`src/rtl/flash_cmd_pkg.sv`:
```
package flash_cmd_pkg;

  typedef enum logic [1:0] {
    RM_ARRAY  = 2'd0,
    RM_CONFIG = 2'd1,
    RM_STATUS = 2'd2,
    RM_QUERY  = 2'd3
  } rd_mode_e;

  typedef enum logic [3:0] {
    S_IDLE,
    S_PSETUP,
    S_ESETUP,
    S_PBUSY,
    S_EBUSY,
    S_PSUSP,
    S_ESUSP,
    S_EPSETUP,
    S_EPBUSY
  } cui_state_e;

  localparam logic [7:0] OP_PROG    = 8'h40;
  localparam logic [7:0] OP_ERASE   = 8'h20;
  localparam logic [7:0] OP_RDARR   = 8'hFF;
  localparam logic [7:0] OP_RDSTAT  = 8'h70;
  localparam logic [7:0] OP_CLRSTAT = 8'h50;
  localparam logic [7:0] OP_RDCFG   = 8'h90;
  localparam logic [7:0] OP_QUERY   = 8'h98;
  localparam logic [7:0] OP_SUSP    = 8'hB0;
  localparam logic [7:0] OP_CONF    = 8'hD0;

  function automatic logic is_read_op(input logic [7:0] op);
    return (op == OP_RDARR) || (op == OP_RDSTAT) ||
           (op == OP_RDCFG) || (op == OP_QUERY);
  endfunction

  function automatic rd_mode_e mode_for(input logic [7:0] op);
    case (op)
      OP_RDARR: return RM_ARRAY;
      OP_RDCFG: return RM_CONFIG;
      OP_QUERY: return RM_QUERY;
      default:  return RM_STATUS;
    endcase
  endfunction

  function automatic logic is_busy(input cui_state_e s);
    return (s == S_PBUSY) || (s == S_EBUSY) || (s == S_EPBUSY);
  endfunction

  function automatic logic erase_held(input cui_state_e s);
    return (s == S_ESUSP) || (s == S_EPSETUP) || (s == S_EPBUSY);
  endfunction

  function automatic logic [7:0] pack_status(input logic ready, input logic esusp,
                                             input logic seqerr, input logic psusp);
    return {ready, esusp, 1'b0, seqerr, 1'b0, psusp, 2'b00};
  endfunction

endpackage

```
`src/rtl/fcmd_wr_detect.sv`:
```
module fcmd_wr_detect #(
  parameter int AW = 16
) (
  input  logic          clk,
  input  logic          rst_n,
  input  logic          ce_n,
  input  logic          we_n,
  input  logic          oe_n,
  input  logic [AW-1:0] addr,
  input  logic [7:0]    din,
  output logic          commit,
  output logic [AW-1:0] c_addr,
  output logic [7:0]    c_data
);
  logic strobe;
  logic strobe_q;

  assign strobe = !ce_n && !we_n && oe_n;
  assign commit = strobe_q && !strobe;

  always_ff @(posedge clk or negedge rst_n) begin
    if (!rst_n) begin
      strobe_q <= 1'b0;
      c_addr   <= '0;
      c_data   <= '0;
    end else begin
      strobe_q <= strobe;
      if (strobe) begin
        c_addr <= addr;
        c_data <= din;
      end
    end
  end
endmodule

```
`src/rtl/fcmd_seq.sv`:
```
module fcmd_seq
  import flash_cmd_pkg::*;
#(
  parameter int AW = 16
) (
  input  logic          clk,
  input  logic          rst_n,
  input  logic          commit,
  input  logic [AW-1:0] c_addr,
  input  logic [7:0]    c_data,
  input  logic          op_done,
  output cui_state_e    state,
  output rd_mode_e      mode_q,
  output logic          prog_start,
  output logic          erase_start,
  output logic [AW-1:0] op_addr,
  output logic [7:0]    op_data,
  output logic          err_set,
  output logic          err_clr
);
  cui_state_e    nxt;
  rd_mode_e      mode_n;
  logic          ps_n, es_n;
  logic [AW-1:0] addr_n;
  logic [7:0]    data_n;

  always_comb begin
    nxt     = state;
    mode_n  = mode_q;
    ps_n    = 1'b0;
    es_n    = 1'b0;
    addr_n  = op_addr;
    data_n  = op_data;
    err_set = 1'b0;
    err_clr = 1'b0;
    case (state)
      S_IDLE: if (commit) begin
        if (is_read_op(c_data)) mode_n = mode_for(c_data);
        else if (c_data == OP_CLRSTAT) err_clr = 1'b1;
        else if (c_data == OP_PROG) begin
          nxt = S_PSETUP; mode_n = RM_STATUS;
        end else if (c_data == OP_ERASE) begin
          nxt = S_ESETUP; mode_n = RM_STATUS;
        end else if (c_data != OP_SUSP && c_data != OP_CONF) begin
          err_set = 1'b1; mode_n = RM_STATUS;
        end
      end
      S_PSETUP: if (commit) begin
        ps_n = 1'b1; addr_n = c_addr; data_n = c_data; nxt = S_PBUSY;
      end
      S_ESETUP: if (commit) begin
        if (c_data == OP_CONF) begin
          es_n = 1'b1; addr_n = c_addr; data_n = c_data; nxt = S_EBUSY;
        end else begin
          err_set = 1'b1; nxt = S_IDLE;
        end
        mode_n = RM_STATUS;
      end
      S_PBUSY: begin
        if (op_done) nxt = S_IDLE;
        else if (commit && c_data == OP_SUSP) nxt = S_PSUSP;
      end
      S_EBUSY: begin
        if (op_done) nxt = S_IDLE;
        else if (commit && c_data == OP_SUSP) nxt = S_ESUSP;
      end
      S_PSUSP: if (commit) begin
        if (is_read_op(c_data)) mode_n = mode_for(c_data);
        else if (c_data == OP_CLRSTAT) err_clr = 1'b1;
        else if (c_data == OP_CONF) begin
          nxt = S_PBUSY; mode_n = RM_STATUS;
        end else if (c_data != OP_SUSP) begin
          err_set = 1'b1; mode_n = RM_STATUS;
        end
      end
      S_ESUSP: if (commit) begin
        if (is_read_op(c_data)) mode_n = mode_for(c_data);
        else if (c_data == OP_CLRSTAT) err_clr = 1'b1;
        else if (c_data == OP_CONF) begin
          nxt = S_EBUSY; mode_n = RM_STATUS;
        end else if (c_data == OP_PROG) begin
          nxt = S_EPSETUP; mode_n = RM_STATUS;
        end else if (c_data != OP_SUSP) begin
          err_set = 1'b1; mode_n = RM_STATUS;
        end
      end
      S_EPSETUP: if (commit) begin
        ps_n = 1'b1; addr_n = c_addr; data_n = c_data; nxt = S_EPBUSY;
      end
      S_EPBUSY: if (op_done) nxt = S_ESUSP;
      default: nxt = S_IDLE;
    endcase
  end

  always_ff @(posedge clk or negedge rst_n) begin
    if (!rst_n) begin
      state       <= S_IDLE;
      mode_q      <= RM_ARRAY;
      prog_start  <= 1'b0;
      erase_start <= 1'b0;
      op_addr     <= '0;
      op_data     <= '0;
    end else begin
      state       <= nxt;
      mode_q      <= mode_n;
      prog_start  <= ps_n;
      erase_start <= es_n;
      op_addr     <= addr_n;
      op_data     <= data_n;
    end
  end
endmodule

```
`src/rtl/fcmd_status.sv`:
```
module fcmd_status
  import flash_cmd_pkg::*;
(
  input  logic       clk,
  input  logic       rst_n,
  input  cui_state_e state,
  input  logic       err_set,
  input  logic       err_clr,
  output logic [7:0] status
);
  logic seqerr;

  always_ff @(posedge clk or negedge rst_n) begin
    if (!rst_n)       seqerr <= 1'b0;
    else if (err_set) seqerr <= 1'b1;
    else if (err_clr) seqerr <= 1'b0;
  end

  assign status = pack_status(!is_busy(state), erase_held(state), seqerr,
                              state == S_PSUSP);
endmodule

```
`src/rtl/flash_cmd_iface.sv`:
```
module flash_cmd_iface
  import flash_cmd_pkg::*;
#(
  parameter int AW = 16
) (
  input  logic          clk,
  input  logic          rst_n,
  input  logic          ce_n,
  input  logic          we_n,
  input  logic          oe_n,
  input  logic [AW-1:0] addr,
  input  logic [7:0]    din,
  input  logic          op_done,
  output logic [1:0]    rd_mode,
  output logic          susp_hold,
  output logic          prog_start,
  output logic          erase_start,
  output logic [AW-1:0] op_addr,
  output logic [7:0]    op_data,
  output logic [7:0]    status
);
  logic          wr_commit;
  logic [AW-1:0] wr_addr;
  logic [7:0]    wr_data;
  cui_state_e    state;
  rd_mode_e      mode_q;
  logic          err_set, err_clr;

  fcmd_wr_detect #(.AW(AW)) u_wr (
    .clk(clk), .rst_n(rst_n), .ce_n(ce_n), .we_n(we_n), .oe_n(oe_n),
    .addr(addr), .din(din), .commit(wr_commit), .c_addr(wr_addr), .c_data(wr_data)
  );

  fcmd_seq #(.AW(AW)) u_seq (
    .clk(clk), .rst_n(rst_n), .commit(wr_commit), .c_addr(wr_addr), .c_data(wr_data),
    .op_done(op_done), .state(state), .mode_q(mode_q), .prog_start(prog_start),
    .erase_start(erase_start), .op_addr(op_addr), .op_data(op_data),
    .err_set(err_set), .err_clr(err_clr)
  );

  fcmd_status u_stat (
    .clk(clk), .rst_n(rst_n), .state(state), .err_set(err_set), .err_clr(err_clr),
    .status(status)
  );

  assign rd_mode   = is_busy(state) ? RM_STATUS : mode_q;
  assign susp_hold = (state == S_PSUSP) || (state == S_ESUSP) || (state == S_EPSETUP);
endmodule

```
`config.mk`:
```
export PLATFORM = sky130hd
export DESIGN_NAME = flash_cmd_iface
export DESIGN_NICKNAME = d
export VERILOG_FILES = /design/src/rtl/flash_cmd_pkg.sv /design/src/rtl/fcmd_wr_detect.sv /design/src/rtl/fcmd_seq.sv /design/src/rtl/fcmd_status.sv /design/src/rtl/flash_cmd_iface.sv
export SDC_FILE = /design/constraint.sdc
export NUM_CORES = 1
export LEC_CHECK = 0
export BUFFER_PORTS_ARGS = -buffer_cell sky130_fd_sc_hd__buf_4
export CORE_MARGIN = 8
export CORE_UTILIZATION = 40
export CTS_CLUSTER_SIZE = 25
export DETAILED_ROUTE_END_ITERATION = 7
export SYNTH_ARGS = -nofsm -noshare
export SYNTH_HDL_FRONTEND = slang
export SYNTH_HIERARCHICAL = 1
export SYNTH_SLANG_ARGS = --single-unit
```
`constraint.sdc`:
```
create_clock -name clk -period 6.5 [get_ports clk]
set_clock_uncertainty 0.1 [all_clocks]
set_input_delay 1.3 -clock clk [delete_from_list [all_inputs] [get_ports clk]]
set_output_delay 1.3 -clock clk [all_outputs]
set_load 0.05 [all_outputs]
```
# Word-level counts from Yosys, hierarchy flattened

Index checks and enable logic that the tools add are counted.

Add/subtract/negate cells: 0
Multipliers: 0
Shift operators: 0
Bitwise gates (word level): 0
Muxes and demuxes: 82
Magnitude comparators: 0
Equality and inequality tests: 43
Div/mod/pow operators: 0
Reductions and logical operators: 27

Operators by type and width:

| operator                                                                 | number |
|---|---|
| 4-bit two-way mux                                                        | 22 |
| 16-bit two-way mux                                                       | 3 |
| 8-bit == test (second input constant)                                    | 5 |
| 2-bit two-way mux                                                        | 18 |
| 4-bit one-hot mux with 9 select lines                                    | 1 |
| 16-bit one-hot mux with 2 select lines                                   | 1 |
| 1-bit two-way mux                                                        | 29 |
| 8-bit by 7-bit == test with 1-bit output (second input constant)         | 3 |
| 8-bit two-way mux                                                        | 3 |
| 2-bit by 1-bit inequality test with 1-bit output (second input constant) | 9 |
| 18-bit AND reduction                                                     | 1 |
| 4-bit by 3-bit == test with 1-bit output (second input constant)         | 4 |
| 8-bit inequality test (second input constant)                            | 2 |
| 8-bit one-hot mux with 2 select lines                                    | 1 |
| 2-bit inequality test (second input constant)                            | 7 |
| 1-bit logical OR                                                         | 9 |
| 3-bit inequality test (second input constant)                            | 3 |
| 9-bit AND reduction                                                      | 1 |
| 4-bit by 2-bit == test with 1-bit output (second input constant)         | 2 |
| 8-bit by 6-bit == test with 1-bit output (second input constant)         | 1 |
| 2-bit one-hot mux with 4 select lines                                    | 1 |
| 3-bit by 1-bit inequality test with 1-bit output (second input constant) | 2 |
| 3-bit by 2-bit inequality test with 1-bit output (second input constant) | 2 |
| 2-bit one-hot mux with 3 select lines                                    | 1 |
| 13 further kinds                                                         | 21 |

Output and inout port bits: 37
Word-level logic and storage cells: 162
ROM bits: 0
Bits in registers: 58
Latch bits: 0
Bits in writable memories: 0
Memories kept: 0
Bits of input ports: 30

# Longest topological paths before layout

Gate-level depths: netlist of run 1.

Depth after elaboration: 10
Gate-level depth with buffers: 9

# Modules after synthesis

Netlist of run 1, hierarchy kept.

Modules (own cells, without submodules):

| module          | cells an instance | area an instance (µm²) | sequential area each (µm²) | times used |
|---|---|---|---|---|
| fcmd_seq        | 180               | 1859.3                 | 800.8                      | 1 |
| fcmd_wr_detect  | 53                | 943.4                  | 625.6                      | 1 |
| fcmd_status     | 17                | 138.9                  | 25.0                       | 1 |
| flash_cmd_iface | 7                 | 53.8                   | 0.0                        | 1 |

# Worst setup path before layout of run 1

No wires, ideal clock.

Path type: register to output
From: register u_seq.state[3]
To: output port rd_mode[1]
Arrival time: 1823 ps
Path slack: 3277 ps
Required time: 5100 ps
Buffers on the path: 0
Stages on the path, launching flop included: 3
Path through: dfrtp_1 -> xnor2_1 -> o311ai_1

Word-level cells in the longest chain between the ends: 4

Ends and longest elaborated chain:

| item                                                                                                 | line                  | text |
|---|---|---|
| from (decl)                                                                                          | fcmd_seq.sv:12        | `output cui_state_e state,` |
| from (signal assigned)                                                                               | fcmd_seq.sv:104       | `state <= nxt;` |
| 4-bit by 2-bit == test with 1-bit output or 4-bit by 3-bit == test with 1-bit output (tied branches) | flash_cmd_pkg.sv:47   | `return (s == S_PBUSY) \|\| (s == S_EBUSY) \|\| (s == S_EPBUSY);` |
| 1-bit logical OR                                                                                     | flash_cmd_pkg.sv:47   |  |
| 1-bit logical OR (*)                                                                                 | flash_cmd_pkg.sv:47   |  |
| 2-bit two-way mux (*)                                                                                | flash_cmd_iface.sv:46 | `assign rd_mode = is_busy(state) ? RM_STATUS : mode_q;` |
| to (decl)                                                                                            | flash_cmd_iface.sv:14 | `output logic [1:0] rd_mode,` |

Mark *: on every way between the ends. The rest lies on a longest branch, timed or not.

# Worst setup path in the final report of run 1

From: input port oe_n
To: register u_seq.op_data[1]

Word-level cells in the longest chain between the ends: 5

Ends and longest elaborated chain:

| item                                                              | line                  | text |
|---|---|---|
| from (decl)                                                       | flash_cmd_iface.sv:10 | `input logic oe_n,` |
| 1-bit logical AND (*)                                             | fcmd_wr_detect.sv:18  | `assign strobe = !ce_n && !we_n && oe_n;` |
| 1-bit zero test (*)                                               | fcmd_wr_detect.sv:19  | `assign commit = strobe_q && !strobe;` |
| 1-bit logical AND (*)                                             | fcmd_wr_detect.sv:19  |  |
| named net wr_commit                                               | flash_cmd_iface.sv:22 | `logic wr_commit;` |
| 2-bit by 1-bit inequality test with 1-bit output (no source line) | --                    |  |
| 4-bit AND reduction (no source line) (*)                          | --                    |  |
| to (signal assigned)                                              | fcmd_seq.sv:109       | `op_data <= data_n;` |
| to (decl)                                                         | fcmd_seq.sv:17        | `output logic [7:0] op_data,` |

Mark *: on every way through the listed nets, which the timed path passes. The rest lies on a longest branch.
A chain may end at the register's enable or synchronous reset.

==> results.toml, run 1 <==
[placement]
gp_congestion = 0.8805
dp_hpwl_mm = 4.417
placed_area_um2 = 3466
numPortBuffers = 62

[setup_path]
timing.rr.start = "u_seq/state[1]$_DFFE_PN0P_"
end_kind = "flop"
cpMaxStageDelayCell = "or2_1"
cp.required_ps = 6610
path_max_fanout = 26
critPathTopFamily = "simple AND/OR/NAND/NOR gates"
critPathArrivalTime_ps = 3710
path_buf_inv = 2
crit_chain = "buf_4 -> nor3b_4 -> buf_4 -> nor2b_1 -> nand2_1 -> nor3_1 -> or2_1 -> mux2_2"
crit_type = "in -> reg"
critPathLaunch = "oe_n"
slowest_delay_ps = 870
crit_top_cell = "buf_4"
setup.worst_path.start_class = "input port"

[clocking]
htreeDepth = 3
cts-hold-fix-buffers = 0
cts_setup_buffers = 0
clockBufferDepth = 2
cts_tree = "done"
cts_buffers = 9
cts_resized = 0
clkTransAtPathRegs_ps = 70
clk_latency_ps = 330
cts.sinks = 58
ctsRootBufferMaster = "clkbuf_8"

[worst_hold_path]
hold_path.startpoint = "u_stat/seqerr$_DFFE_PN0P_"
hold_class = "reg -> reg"

[die]
initial_core_util_pct = 41.30
die_h_um = 102.5
rows = 31
num_io_pins = 67
die_w_um = 102.5
coreArea_um2 = 7253
die_area_um2 = 10510

[timing]
hold_viol = 0
period_share_pct = 55.28
slew_headroom_pct = 26.34
fin_setup_tns_ps = 0
whs_ps = 387.2
grt_setup_unrepaired = "no"
tightest_slew_ps = 1105
final_max_slew_viol_count = 0
fmax_mhz = 278.3
fin_crit_ps = 3593
setup_viol = 0

[power_and_ir_drop]
powerDensity_nw_per_um2 = 272.4
p_total_w = 0.001005
power_leakage_nw = 1.701
peakVddDrop_mv = 0.1588

[global_route]
antenna_found_initial = 0
grt_util_met2_pct = 20.03
grtUsageMet3_pct = 6.009
busiest_layer = "met2"
grt_pass1_wl_mm = 10.52
grt_util_met1_pct = 15.26
grt_pass1_vias = 2207
grt-ovfl-total = 0
grt_usage_pct = 12.78
grt_max_degree = 59

[synth]
postSynthCellCount = 257
syn_avg_cell_area_um2 = 11.66
synth_top_family_by_area = "multiplexers"
async_reset_ff_share_pct = 100.0
synth_compound_gate_area_share_pct = 9.023
synth_flop_cell = "dfrtp_1"
synthSimpleGateAreaFrac_pct = 16.12
synth_edf_count = 0
ys_types = 60
synth-xor-area-share_pct = 1.754
synth_seq_cells = 58
yosysSeqAreaShare_pct = 48.45
muxShareOfSynthArea_pct = 19.17
yosysWarnings = 6
synth_adder_area_share_pct = 0
synth_area_um2 = 2995

[status]
status = "finished clean"

[flow_run]
cap_violations = 0

[routing]
wire_per_inst_um = 15.41
via_per_inst = 5.101
dr.pass1.iters = 5
wl_mm = 6.409
vias = 2122
drcViolationCount = 0
drtIter0Drc = 98
ant_nets = 0

[cells_and_area]
finalInstanceArea_um2 = 3690
drive_gt1_share_pct = 42.90
final_common_cell = "buf_4"
area_growth_pct = 23.18
most-common-layout-cells = "buf_4, dfrtp_1, mux2_2"
final_core_util_pct = 50.87
nNetsFinal = 342
diodes = 0
## through the flow
step           setup WS, ps  instances
6_report               2907        416
5_1_grt                2688        416
4_1_cts                2914        416
3_5_place_dp           2531        400
3_3_place_gp           2664        400
2_1_floorplan          3277        260
## metal layers
metal,share of wire [%],wire [um]
met5,0,0
met4,0.50,32
met3,9.1,586
met2,46,2924
met1,45,2865
## registers in the layout, indices dropped and copies added (netlist names)
name               count
u_wr/c_data            8
u_seq/mode_q           2
u_seq/prog_start       1
u_stat/seqerr          1
u_wr/c_addr           16
u_seq/state            4
u_wr/strobe_q          1
u_seq/op_addr         16
u_seq/op_data          8
u_seq/erase_start      1
## cells in the mapped netlist, types with 2 or more instances
cell | count | area (um2)
a21o_1 | 2 | 15.01
nand3_1 | 4 | 20.02
buf_2 | 5 | 25.02
buf_6 | 3 | 33.78
a211o_1 | 2 | 17.52
xor2_1 | 4 | 35.03
buf_4 | 7 | 52.55
nor2b_1 | 5 | 31.28
inv_1 | 6 | 22.52
nor4bb_1 | 3 | 30.03
nor4_1 | 3 | 18.77
o21ai_0 | 9 | 45.04
clkbuf_1 | 7 | 26.28
nand4_1 | 4 | 25.02
nand2b_1 | 3 | 18.77
nand3b_1 | 2 | 15.01
dfrtp_1 | 58 | 1451
xnor2_1 | 2 | 17.52
mux2_2 | 50 | 563.0
and3_1 | 3 | 18.77
nor2_1 | 14 | 52.55
a32oi_1 | 3 | 26.28
and2_1 | 2 | 12.51
nor3_1 | 7 | 35.03
or2_2 | 2 | 12.51
o22ai_1 | 2 | 12.51
a21oi_1 | 3 | 15.01
nand2_1 | 8 | 30.03
or4_1 | 2 | 15.01
nor3b_1 | 2 | 15.01
## area by class of cell
class | instances | area [um2]
inverter | 6 | 22.52
sequential | 58 | 1451
tap | 99 | 123.9
clock inverter | 3 | 45.04
clock buffer | 13 | 178.9
multi-input combinational | 174 | 1395
fill | 685 | 3563
timing repair buffer | 63 | 473.0
## cell families after synthesis
| family | Yosys count |
|---|---|
| xor gates and xnor gates | 6 |
| DFF | 58 |
| muxes | 51 |
| and+or+nand+nor | 77 |
| buffers and inverters | 28 |
| other | 1 |
| AOI/OAI and AO/OA | 36 |
## worst paths after layout
check | endpoint | slack, ps | depth (start not counted)
worst min-delay path | u_stat/seqerr$_DFFE_PN0P_ | 390 | 1
worst min register to register | u_stat/seqerr$_DFFE_PN0P_ | 390 | 1
worst max register to register | u_seq/op_data[1]$_DFFE_PN0P_ | 3350 | 5
min in group asynchronous | u_seq/state[2]$_DFFE_PN0P_ | 920 | 1
max in group asynchronous | u_seq/op_data[4]$_DFFE_PN0P_ | 4900 | 1
worst max-delay path | u_seq/op_data[1]$_DFFE_PN0P_ | 2910 | 8
## power breakdown
part	internal (W)	switching, W	leakage, nW
logic	0.0000869	0.000107	0.847
clock network	0.000219	0.000141	0.108
registers	0.000401	0.0000513	0.746
## worst register-to-register path, delay by kind of cell, from the launching register on
kind	cells	cell delay, ps
simple gates	4	1720
mux	1	440
flops	1	780
Power figures use the tool's default switching activity.
==> run 2: changes to the inputs <==
Settings changed: ABC_AREA set to 1.
Clock period 6.5 ns to 3 ns, I/O delays scaled along.
==> run 2 against run 1 <==
Against the previous run:
- sequential share of layout area fell by 0.69 points
- wire length grew 19%
- combinational power rose to 6.5 times the previous value
- non-clock buffer count is 1 higher
- sequential power grew 150%
- largest cell class unchanged
==> results.toml, run 2 <==
[status]
status = "finished clean"

[power_and_ir_drop]
switchingPower_w = 0.001308
p_total_w = 0.003084
peakVddDrop_mv = 0.3959
power_leakage_nw = 2.083
p_clk_share_pct = 22.9
p_seq_share_pct = 36.0
p_sw_share_pct = 42.43
power_frac_comb_pct = 41.1
power.internal_w = 0.001776
powerDensity_nw_per_um2 = 821.1

[cells_and_area]
multi_input_area_um2 = 1380
area.sequential_um2 = 1451
most-common-layout-cells = "nand2_1, nand3_1, buf_4"
drive_gt1_share_pct = 22.01
n_fill_cell = 784
final_common_cell = "nand2_1"
final_core_util_pct = 49.38
largestRegisters = "u_seq/op_addr x16, u_wr/c_addr x16"
finalInstanceArea_um2 = 3756
area_growth_pct = 21.39
diodes = 0
nNetsFinal = 504

[routing]
via_per_inst = 4.819
route.top_layer_used = "met4"
wl_mm = 7.601
dr.pass1.iters = 6
drtIter0Drc = 90
met1_length_mm = 3.635
drcViolationCount = 0
wire_per_inst_um = 13.13
ant_nets = 0
dr_wl_met2_mm = 3.429
met3WireLength_um = 443
vias = 2790

[synth]
async_reset_ff_share_pct = 100.0
yosys.area.top_type_share_pct = 46.91
syn_avg_cell_area_um2 = 7.474
synth_area_leader_cell = "dfrtp_1"
postSynthCellCount = 414
yosysWarnings = 6
synth_flop_cell = "dfrtp_1"
synth_area_um2 = 3094
synth_seq_cells = 58
synth_most_common_cell = "nand2_1"
ys_types = 29
yosysSeqAreaShare_pct = 46.91
synth_edf_count = 0
netlist_top_cells_count = "nand2_1, nand3_1, dfrtp_1"
ys_top_cells_by_area = "dfrtp_1, nand2_1, nand3_1"

[clocking]
cts_setup_buffers = 0
cts.sinks = 58
cts-hold-fix-buffers = 0
cts_buffers = 9
clockBufferDepth = 2
clk_latency_ps = 320
htreeDepth = 3
cts_tree = "done"
ctsRootBufferMaster = "clkbuf_8"
clkTransAtPathRegs_ps = 70
cts_resized = 0

[timing]
period_share_pct = 75.35
slew_headroom_pct = 51.93
final_max_slew_viol_count = 0
fin_setup_tns_ps = 0
fin_crit_ps = 2261
setup_viol = 0
grt_setup_unrepaired = "no"
tightest_slew_ps = 721.1
hold_viol = 0
fmax_mhz = 442.4

[setup_path]
setup.worst_path.start_class = "input port"
cp.required_ps = 3140
r2r_cells = 7
timing.rr.start = "u_seq/state[3]$_DFFE_PN0P_"
critPathArrivalTime_ps = 2400
path_max_fanout = 31
rrSetupSlack_ps = 790
end_kind = "flop"
timing.rr.end = "u_seq/op_data[0]$_DFFE_PN0P_"
crit_type = "in -> reg"

[placement]
gp_congestion = 0.8974
numPortBuffers = 62
dp_hpwl_mm = 5.488
placed_area_um2 = 3563

[global_route]
grt-ovfl-total = 0
grt_pass1_vias = 2732
grt_max_degree = 59
grt_usage_pct = 14.24
grt_pass1_wl_mm = 12.96
antenna_found_initial = 0

[die]
die_area_um2 = 10810
die_h_um = 104.0
die_w_um = 104.0
initial_core_util_pct = 40.67
rows = 32
num_io_pins = 67
coreArea_um2 = 7607

[worst_hold_path]
hold_class = "in -> async"

[flow_run]
cap_violations = 0
-- run 2: cell count changes after synthesis, moves of 7 or more --
cell	change
nor2_2	+9
clkbuf_1	-7
mux2_2	-50
nand2_1	+144
inv_1	+21
nand3_1	+61
o21ai_0	-7
nor2_1	+30
-- run 2: logic make-up after synthesis --
family | count (synthesis) | synth area share (%)
AND/OR/NAND/NOR | 284 | 39.79
flip-flops | 58 | 46.91
buffers and inverters | 51 | 8.856
AO/OA/AOI/OAI | 20 | 4.327
other | 1 | 0.1212
-- run 2: worst max path at each step --
stage | from | endpoint | slack, ps | cells past startpoint
CTS | oe_n | u_seq/op_data[0]$_DFFE_PN0P_ | 750 | 9
global placement | oe_n | u_seq/op_data[0]$_DFFE_PN0P_ | 470 | 9
detailed placement | oe_n | u_seq/op_data[0]$_DFFE_PN0P_ | 410 | 9
floorplan | u_seq/state[3]$_DFFE_PN0P_ | status[2] | 540 | 3
finish | oe_n | u_seq/op_data[0]$_DFFE_PN0P_ | 740 | 9
global route | u_seq/state[3]$_DFFE_PN0P_ | u_seq/op_data[0]$_DFFE_PN0P_ | 570 | 7
-- run 2: layout make-up --
cell class                 instances  share of cell area, %
clock buffer                      12                  4.131
tap                              102                  3.398
inverter                          33                  3.298
sequential                        58                  38.64
clock inverter                     2                 0.9993
multi-input combinational        308                  36.74
timing repair buffer              64                  12.79
-- run 2: routing by layer --
metal / GRT usage [%] / up-vias
li1: - / 1417
met5: 0 / -
met3: 4.709 / 11
met4: 4.654 / 0
met2: 22.00 / 73
met1: 18.27 / 1289
-- run 2: stage by stage --
step	std cells	setup slack, ps	hold slack [ps]
2_1_floorplan	417	541.6	204.4
3_3_place_gp	565	473.0	347.7
3_5_place_dp	565	409.7	355.2
4_1_cts	579	747.8	255.7
5_1_grt	579	565.9	277.5
6_report	579	739.5	228.0
-- run 2: critical path, cell delays in order --
cell     delay (ps)
buf_4           200
nand2_4         260
inv_1           100
nor2_1          270
inv_1           140
or2_1           290
nand2_4         330
nor2_1           80
a21oi_1         120
-- run 2: power by group through the flow --
stage / sequential (W) / clock, W / combinational (W)
final: 0.00111 / 0.000706 / 0.00127
after global routing: 0.00114 / 0.000765 / 0.00139
after CTS: 0.00111 / 0.000729 / 0.00128
after detailed placement: 0.00112 / 0 / 0.00128
after global placement: 0.00112 / 0 / 0.00126
after floorplan: 0.00142 / 0 / 0.000614
